[src/rtl/pdov_pkg.sv]
package pdov_pkg;

  localparam int MAX_CHIPS = 64;

  // Chip-order mask of lane l: element k is the chip sent at index k.
  // The single 1 sits at index 2l (bit N-1-2l of the MSB-first word).
  function automatic logic [MAX_CHIPS-1:0] pd_chip_mask(input int lane);
    logic [MAX_CHIPS-1:0] m;
    m = '0;
    m[2*lane] = 1'b1;
    return m;
  endfunction

endpackage

[src/rtl/pdov_rst_sync.sv]
module pdov_rst_sync (
  input  logic clk,
  input  logic rst_n,
  output logic rst_sync_n
);

  logic stage_q;
  logic out_q;

  always_ff @(posedge clk or negedge rst_n) begin
    if (!rst_n) begin
      stage_q <= 1'b0;
      out_q   <= 1'b0;
    end else begin
      stage_q <= 1'b1;
      out_q   <= stage_q;
    end
  end

  assign rst_sync_n = out_q;

endmodule

[src/rtl/pdov_encoder.sv]
module pdov_encoder #(
  parameter int NUM_CHIPS = 8,
  parameter int LANE      = 0,
  localparam int CHIP_W   = $clog2(NUM_CHIPS)
) (
  input  logic              chip_en,
  input  logic [CHIP_W-1:0] chip_idx,
  input  logic              data_bit,
  output logic              chip_out
);

  localparam logic [pdov_pkg::MAX_CHIPS-1:0] FULL_MASK = pdov_pkg::pd_chip_mask(LANE);
  localparam logic [NUM_CHIPS-1:0] CODE_MASK = FULL_MASK[NUM_CHIPS-1:0];

  logic code_chip;

  always_comb begin
    code_chip = CODE_MASK[chip_idx];
    chip_out  = chip_en & data_bit & code_chip;
  end

endmodule

[src/rtl/pdov_decoder.sv]
module pdov_decoder #(
  parameter int NUM_CHIPS = 8,
  parameter int LANE      = 0,
  localparam int CHIP_W   = $clog2(NUM_CHIPS)
) (
  input  logic              clk,
  input  logic              rst_n,
  input  logic              chip_en,
  input  logic [CHIP_W-1:0] chip_idx,
  input  logic              sum_lsb,
  output logic              bit_out,
  output logic              valid_out
);

  localparam logic [CHIP_W-1:0] FIRST_IDX  = CHIP_W'(2 * LANE);
  localparam logic [CHIP_W-1:0] SECOND_IDX = CHIP_W'(2 * LANE + 1);

  logic lsb_q;
  logic bit_q;
  logic vld_q;
  logic lsb_en;
  logic close_en;
  logic bit_d;
  logic vld_d;

  always_comb begin
    lsb_en   = chip_en && (chip_idx == FIRST_IDX);
    close_en = chip_en && (chip_idx == SECOND_IDX);
    bit_d    = bit_q;
    vld_d    = 1'b0;
    if (close_en) begin
      bit_d = lsb_q ^ sum_lsb;
      vld_d = 1'b1;
    end
  end

  always_ff @(posedge clk or negedge rst_n) begin
    if (!rst_n) begin
      lsb_q <= 1'b0;
    end else if (lsb_en) begin
      lsb_q <= sum_lsb;
    end
  end

  always_ff @(posedge clk or negedge rst_n) begin
    if (!rst_n) begin
      bit_q <= 1'b0;
      vld_q <= 1'b0;
    end else begin
      bit_q <= bit_d;
      vld_q <= vld_d;
    end
  end

  assign bit_out   = bit_q;
  assign valid_out = vld_q;

endmodule

[src/rtl/pdov_channel.sv]
module pdov_channel #(
  parameter int NUM_CHIPS = 8,
  localparam int CHIP_W   = $clog2(NUM_CHIPS),
  localparam int NUM_PD   = NUM_CHIPS / 2
) (
  input  logic              clk,
  input  logic              rst_n,
  input  logic              chip_en,
  input  logic [CHIP_W-1:0] chip_idx,
  input  logic [NUM_PD-1:0] pd_data,
  input  logic              bus_sum_lsb,
  output logic [NUM_PD-1:0] pd_chip,
  output logic [NUM_PD-1:0] rx_bit,
  output logic [NUM_PD-1:0] rx_valid
);

  logic rst_sync_n;

  pdov_rst_sync u_rst (
    .clk        (clk),
    .rst_n      (rst_n),
    .rst_sync_n (rst_sync_n)
  );

  for (genvar l = 0; l < NUM_PD; l++) begin : g_lane
    pdov_encoder #(
      .NUM_CHIPS (NUM_CHIPS),
      .LANE      (l)
    ) u_enc (
      .chip_en  (chip_en),
      .chip_idx (chip_idx),
      .data_bit (pd_data[l]),
      .chip_out (pd_chip[l])
    );

    pdov_decoder #(
      .NUM_CHIPS (NUM_CHIPS),
      .LANE      (l)
    ) u_dec (
      .clk       (clk),
      .rst_n     (rst_sync_n),
      .chip_en   (chip_en),
      .chip_idx  (chip_idx),
      .sum_lsb   (bus_sum_lsb),
      .bit_out   (rx_bit[l]),
      .valid_out (rx_valid[l])
    );
  end

endmodule

[config.mk]
export PLATFORM = sky130hd
export DESIGN_NAME = pdov_channel
export DESIGN_NICKNAME = d
export VERILOG_FILES = /design/src/rtl/pdov_pkg.sv /design/src/rtl/pdov_rst_sync.sv /design/src/rtl/pdov_encoder.sv /design/src/rtl/pdov_decoder.sv /design/src/rtl/pdov_channel.sv
export SDC_FILE = /design/constraint.sdc
export NUM_CORES = 1
export LEC_CHECK = 0
export BUFFER_PORTS_ARGS = -buffer_cell sky130_fd_sc_hd__buf_2
export CORE_MARGIN = 2
export CORE_UTILIZATION = 45
export CTS_CLUSTER_SIZE = 40
export DETAILED_ROUTE_END_ITERATION = 8
export GPL_TIMING_DRIVEN = 0
export MAX_ROUTING_LAYER = met4
export PLACE_DENSITY = 0.72
export SYNTH_ARGS = -nofsm -noshare
export SYNTH_HDL_FRONTEND = slang
export SYNTH_SLANG_ARGS = --single-unit
[constraint.sdc]
create_clock -name clk -period 1.5 [get_ports clk]
set_input_delay 0.075 -clock clk [delete_from_list [all_inputs] [get_ports clk]]
set_output_delay 0.075 -clock clk [all_outputs]
set_load 0.1 [all_outputs]
Word-level counts from Yosys, hierarchy flattened

Memory sizes are Yosys's and may differ from the RTL's.
Cells that the tools add are included.

Muxes and demuxes: 8
Reductions and logical operators: 9
$lt $le $gt $ge: 1
Bitwise logic cells: 12
Equality and inequality tests: 7

Operators by type and width:

| kind                                                                          | number |
|---|---|
| 3-bit equality test (second input constant)                                   | 4 |
| 1-bit AND                                                                     | 8 |
| 1-bit logical AND                                                             | 8 |
| 1-bit two-way mux                                                             | 8 |
| 3-bit by 2-bit equality test with 1-bit output (second input constant)        | 2 |
| 3-bit by 4-bit less-than comparator with 1-bit output (second input constant) | 1 |
| 1-bit bitwise XOR                                                             | 4 |
| 3-bit by 1-bit equality test with 1-bit output (second input constant)        | 1 |
| 3-bit logical NOT                                                             | 1 |

Output and inout port bits: 12
Word-level logic and storage cells: 55
Memories kept: 4
Flip-flop bits (word level): 14
Memory bits (read-only): 32

Memory list:

| name             | words | width | read ports | clocked after Yosys merged registers in | write ports | RTL line           | text |
|---|---|---|---|---|---|---|---|
| (name not given) | 8     | 1     | 1          | 0                                       | 0           | pdov_encoder.sv:18 | `code_chip = CODE_MASK[chip_idx];` |
| (name not given) | 8     | 1     | 1          | 0                                       | 0           | pdov_encoder.sv:18 |  |
| (name not given) | 8     | 1     | 1          | 0                                       | 0           | pdov_encoder.sv:18 |  |
| (name not given) | 8     | 1     | 1          | 0                                       | 0           | pdov_encoder.sv:18 |  |

Logic depth before layout (Yosys ltp)

Gate-level depths: netlist of the first run.

Word-level depth: 3
Gate-level depth with buffers: 3
Depth with buffers taken out: 2

By module

Synthesis of the first run repeated with hierarchy kept, for this count alone.

Cells, all modules: 43
Area total of the unflattened synthesis: 655.6 um^2

Modules (own cells, without submodules):

| module                             | times used | area each (um^2) | cells each |
|---|---|---|---|
| pdov_decoder (g_lane[1].u_dec ...) | 2          | 140.1            | 8 |
| pdov_decoder (g_lane[0].u_dec)     | 1          | 137.6            | 8 |
| pdov_decoder (g_lane[3].u_dec)     | 1          | 130.1            | 8 |
| pdov_rst_sync                      | 1          | 53.8             | 3 |
| pdov_encoder (g_lane[0].u_enc)     | 1          | 16.3             | 2 |
| pdov_encoder (g_lane[2].u_enc)     | 1          | 15.0             | 2 |
| pdov_encoder (g_lane[1].u_enc)     | 1          | 12.5             | 2 |
| pdov_encoder (g_lane[3].u_enc)     | 1          | 10.0             | 2 |

Worst setup path after synthesis of the first run

Ideal clock, no wire load.

Path type: register to register
From: register g_lane[1].u_dec.lsb_q
To: register g_lane[1].u_dec.bit_q
Stages on the path, launching flop included: 3
Data arrival time: 759 ps
Buffers on the path: 0
Slack: 616 ps
Required time: 1375 ps
Cells stage by stage: dfrtp_1 xor2_1 mux2_2

Word-level cells in the longest chain between the ends: 1

Ends and longest elaborated chain:

| item                     | RTL line           | text |
|---|---|---|
| start: declaration       | pdov_decoder.sv:18 | `logic lsb_q;` |
| start signal: assignment | pdov_decoder.sv:41 | `lsb_q <= sum_lsb;` |
| 1-bit bitwise XOR        | pdov_decoder.sv:32 | `bit_d = lsb_q ^ sum_lsb;` |
| end signal: assignment   | pdov_decoder.sv:50 | `bit_q <= bit_d;` |
| end: declaration         | pdov_decoder.sv:19 | `logic bit_q;` |

Every way passes these cells.
A chain may end at the register's enable or synchronous reset.

Worst setup path in the final report of the first run

From: input chip_idx[0]
To: output pd_chip[0]

Word-level cells in the longest chain between the ends: 3

Ends and longest elaborated chain:

| item                                    | RTL line           | text |
|---|---|---|
| start: declaration                      | pdov_channel.sv:9  | `input logic [CHIP_W-1:0] chip_idx,` |
| memory 8 x 1 bit                        | n/a                |  |
| 1-bit two-way mux (implied by the code) | pdov_encoder.sv:18 |  |
| 1-bit AND                               | pdov_encoder.sv:19 | `chip_out = chip_en & data_bit & code_chip;` |
| end: declaration                        | pdov_channel.sv:12 | `output logic [NUM_PD-1:0] pd_chip,` |

Every way passes these cells. The select of a mux whose other input is x is not followed.

==> results of run 1 <==
[timing repair]
| item | CTS | global route |
|---|---|---|
| hold endpoints to repair | 2 | 0 |
| hold buffers | 1 | 0 |
| resized for setup | 0 | 0 |
[routing by layer]
layer	routed length, µm	vias to the layer above	GRT usage, %	share of wire, %
li1	-	227	-	-
met1	457	214	16.4	45
met2	485	13	18.2	48
met3	57	2	3.75	5.6
met4	19	0	9.09	1.9
met5	0	-	-	0
[synthesized netlist by cell type]
master and number:
dfrtp_1 14, buf_4 12, mux2_2 5, inv_1 4
xor2_1 4, and2_1 3, mux2_4 3, nand4b_1 3
and4bb_1 2, and4bb_4 1, buf_2 1, conb_1 1
nand4_1 1, nor2_1 1, nor4b_2 1
[metrics by stage]
step / instance area, µm² / hold slack (ns) / utilization [%] / cells / total power, mW
finish: 883 / 0.111 / 59.3 / 98 / 1.37
floorplan: 712 / -0.221 / - / 56 / 1.03
global route: 883 / 0.115 / 59.3 / 98 / 1.44
detailed placement: 837 / -0.135 / 56.2 / 93 / 1.12
global placement: 837 / -0.140 / 56.2 / 93 / 1.11
CTS: 883 / 0.104 / 59.3 / 98 / 1.39
[state kept, by name, indices dropped and copies added (netlist names)]
register and cells:
u_rst.stage_q 1, g_lane.u_dec.lsb_q 4, g_lane.u_dec.valid_out 4, g_lane.u_dec.bit_out 4, u_rst.rst_sync_n 1
[worst max-delay path, cell delays in order]
cell and delay, ns:
buf_2 0.14, nor4b_2 0.33, and2_1 0.17, buf_4 0.09, buf_2 0.41
[cell type report]
type,instances,area [µm²]
repair buffers,22,115
fillers,128,606
well taps,16,20.0
multi-input cells,25,251
flip-flops and latches,14,350
clock buffers,4,36.3
inverters,4,15.0
plain buffers,13,95.1
[worst min-delay path by stage]
stage | from | slack, ns | to | cells after the start
after floorplan | rst_n | -0.22 | u_rst.rst_sync_n$_DFF_PN0_ | 0
after global placement | rst_n | -0.14 | u_rst.stage_q$_DFF_PN0_ | 1
after detailed placement | rst_n | -0.14 | u_rst.rst_sync_n$_DFF_PN0_ | 1
after CTS | rst_n | 0.10 | u_rst.rst_sync_n$_DFF_PN0_ | 2
after global routing | rst_n | 0.11 | u_rst.rst_sync_n$_DFF_PN0_ | 2
final | rst_n | 0.11 | u_rst.rst_sync_n$_DFF_PN0_ | 2
[cell families after synthesis]
logic type | share of synthesized area, %
buf+inv | 15.5
xor+xnor | 4.92
simple gates | 15.6
mux | 14.2
other cells | 0.527
flops | 49.2
[power by group]
group          switching [mW]  internal (mW)  leakage, nW
combinational           0.434          0.179        0.299
clock                   0.112          0.147       0.0210
sequential             0.0442          0.450        0.174
==> metrics.cfg, run 1 <==
[worst_hold_path]
worstHoldPathType=in2async

[clock_tree]
cts_root_buffer=clkbuf_4
clock_latency_ns=0.27
numCtsBuffers=3
clockBufferDepth=2
cts_max_level=1
cts_tree=done
cts_sinks=14
clk_pin_slew_ns=0.08
post-cts-setup-buffers=0

[yosys]
synthDistinctLibCells=15
yosysTopAreaCellShare_pct=49.2
syn_area_per_cell_um2=12.7
yosys.area.top_type=dfrtp_1
synth_fp_nets=67
syn_inst=56
syn_area_um2=712
ys_seq_area_share_pct=49.2
ys_top_cells_by_area=dfrtp_1, buf_4, mux2_2
ys_ff_latch=14
yosysWarnings=0

[setup_path]
r2r_cells=2
crit_required_ns=1.42
critPathKind=in2out
start_kind=input pin
cp_max_fo=8
r2r-start=g_lane[1].u_dec.lsb_q$_DFFE_PN0P_
reg2reg_setup_slack_ns=0.57
startpoint=chip_idx[0]
arrival_ns=1.21
r2r-end=g_lane[1].u_dec.bit_out$_DFFE_PN0P_
end_kind=output pin
endpoint=pd_chip[0]

[place]
io_buffers=21
dpl.hpwl_um=781
gp_congestion=0.704
post-place-ws_ns=0.198

[detailed_routing]
vias=456
drt.antenna.violating_nets=0
drt_iter0_drc=2
drc=0
viasPerCell=4.65
firstDrtPassIters=2
wl_per_cell_um=10.4
routed_wirelength_mm=1.02

[pwr]
power_leakage_nw=0.494
ir_worst_vdd_uv=800
power_density_nw_per_um2=1550

[die]
die_height_um=43.8
initial_utilization_pct=47.8
io_pins=23
core_um2=1490
rows=14
die_w_um=43.8
die-area_um2=1920

[sta]
rsz0062_at_grt=false
fin_crit_sh_pct=85.7
finalClockSkew_ns=0.00209
post-route-min-period_ns=1.28
slew_violations=0
setup_ws_ns=0.215
fmax_mhz=778
setup_viol=0
tns_ns=0
hold_viol=0

[layout]
syn2layout_area_growth_pct=24.1
drive_above_1_share_pct=58.5
antennaDiodeCount=0
layout_commonest_cell=buf_2
final_net_count=94
layout_common_cells=buf_2, dfrtp_1, buf_4

[global_routing]
grt_pass1_vias=396
globalRouteOverflowTotal=0
grt_usage_pct=13.2
antenna_found_initial=0
grt_max_degree=13
grt_pass1_wl_mm=1.70

[outcome]
status=finished, final reports clean

[run]
drv_cap=0

No activity file was read; power rests on OpenSTA's default activity.
==> run 2: changes to the inputs <==
--- a/config.mk
+++ b/config.mk
@@ -5,7 +5,7 @@
 export SDC_FILE = /design/constraint.sdc
 export NUM_CORES = 1
 export LEC_CHECK = 0
-export BUFFER_PORTS_ARGS = -buffer_cell sky130_fd_sc_hd__buf_2
+export BUFFER_PORTS_ARGS = -buffer_cell sky130_fd_sc_hd__buf_4
 export CORE_MARGIN = 2
 export CORE_UTILIZATION = 45
 export CTS_CLUSTER_SIZE = 40
==> metrics.cfg, run 2 (synthesis results as in run 1) <==
[outcome]
status=finished, final reports clean

[global_routing]
grt_max_degree=13
grt_pass1_wl_mm=1.76
globalRouteOverflowTotal=0
grt_usage_pct=13.4
grt_pass1_vias=398
antenna_found_initial=0

[worst_hold_path]
worstHoldPathType=in2async

[sta]
rsz0062_at_grt=false
tns_ns=0
hold-worst-slack_ns=0.106
fin_crit_sh_pct=75.7
hold_viol=0
finalClockSkew_ns=0.00570
setup_viol=0
fmax_mhz=880
post-route-min-period_ns=1.14
slew_violations=0

[pwr]
ir_worst_vdd_uv=895
power_leakage_nw=0.504
power_density_nw_per_um2=1520
power_switching_mw=0.609
p_int_mw=0.813
seqPwrFrac_pct=34.8
p_sw_share_pct=42.8
p_clk_share_pct=19.1
comb_power_share_pct=46.1

[clock_tree]
clockBufferDepth=2
clk_pin_slew_ns=0.08
numCtsBuffers=3
cts_tree=done
cts_root_buffer=clkbuf_4
postCtsResizedCells=0
cts_sinks=14
cts_max_level=1
clock_latency_ns=0.28
hold_buffers=1
post-cts-setup-buffers=0

[die]
initial_utilization_pct=47.8
die_height_um=43.8
core_um2=1490
rows=14
die-area_um2=1920
io_pins=23
die_w_um=43.8

[layout]
multiInputGateArea_um2=251
syn2layout_area_growth_pct=31.5
antennaDiodeCount=0
layout_commonest_cell=buf_4
layout_common_cells=buf_4, dfrtp_1, mux2_2
seqCellArea_um2=350
final_net_count=94
drive_above_1_share_pct=58.5
fillers=128

[setup_path]
critPathKind=in2out
crit_required_ns=1.42
start_kind=input pin
end_kind=output pin
cp_max_fo=8
arrival_ns=1.06

[place]
io_buffers=21
dpl.hpwl_um=814
gp_congestion=0.702

[detailed_routing]
routed_wirelength_mm=1.09
wl_per_cell_um=11.1
drt.antenna.violating_nets=0
drc=0
firstDrtPassIters=4
viasPerCell=4.83
vias=473
drt_iter0_drc=6

[run]
drv_cap=0

[run 2: changes by cell type in the layout (fill, tap and decap cells not counted)]
cell | previous run | this run
buf_4 | 12 | 33
buf_2 | 22 | 1
[run 2: layer usage]
layer	share of wire [%]	GRT usage [%]	routed length (µm)	vias up
li1	-	-	-	226
met1	42	17.6	454	226
met2	51	17.6	549	17
met4	2.3	12.7	25	0
met5	0	-	0	-
met3	5.4	1.25	59	4
[run 2: final timing paths]
path / startpoint / end / slack, ns / cells past startpoint
max: chip_idx[0] / pd_chip[0] / 0.36 / 5
min: rst_n / u_rst.rst_sync_n$_DFF_PN0_ / 0.11 / 2
max reg2reg: g_lane[1].u_dec.lsb_q$_DFFE_PN0P_ / g_lane[1].u_dec.bit_out$_DFFE_PN0P_ / 0.57 / 2
min reg2reg: u_rst.rst_sync_n$_DFF_PN0_ / g_lane[1].u_dec.lsb_q$_DFFE_PN0P_ / 0.19 / 0
max in group asynchronous: u_rst.rst_sync_n$_DFF_PN0_ / g_lane[0].u_dec.lsb_q$_DFFE_PN0P_ / 0.98 / 0
min in group clk: chip_idx[0] / g_lane[3].u_dec.valid_out$_DFF_PN0_ / 0.12 / 3
[run 2: power by group through the flow]
stage / clock (mW) / sequential, mW / combinational, mW
floorplan: 0 / 0.491 / 0.544
global placement: 0 / 0.500 / 0.646
detailed placement: 0 / 0.505 / 0.657
CTS: 0.281 / 0.497 / 0.660
global route: 0.301 / 0.505 / 0.680
finish: 0.272 / 0.495 / 0.656
[run 2: layout make-up]
| cell class | instances | share of cell area [%] |
|---|---|---|
| sequential | 14 | 37.4 |
| multi-input combinational | 25 | 26.9 |
| timing repair buffer | 22 | 17.9 |
| buffer | 13 | 10.2 |
| clock buffer | 4 | 3.88 |
| tap | 16 | 2.14 |
| inverter | 4 | 1.60 |
[run 2: metrics by stage]
step / instances / setup slack (ns) / instance area (µm²) / total power [mW] / utilization [%]
CTS: 98 / 0.350 / 936 / 1.44 / 62.9
global placement: 93 / 0.365 / 890 / 1.15 / 59.7
floorplan: 56 / 0.616 / 712 / 1.03 / -
global route: 98 / 0.287 / 936 / 1.49 / 62.9
finish: 98 / 0.364 / 936 / 1.42 / 62.9
detailed placement: 93 / 0.355 / 890 / 1.16 / 59.7
[run 2: worst max-delay path, cell delays in order]
cell and delay [ns]:
buf_4 0.14, nor4b_2 0.31, and2_1 0.17, buf_4 0.09, buf_4 0.27
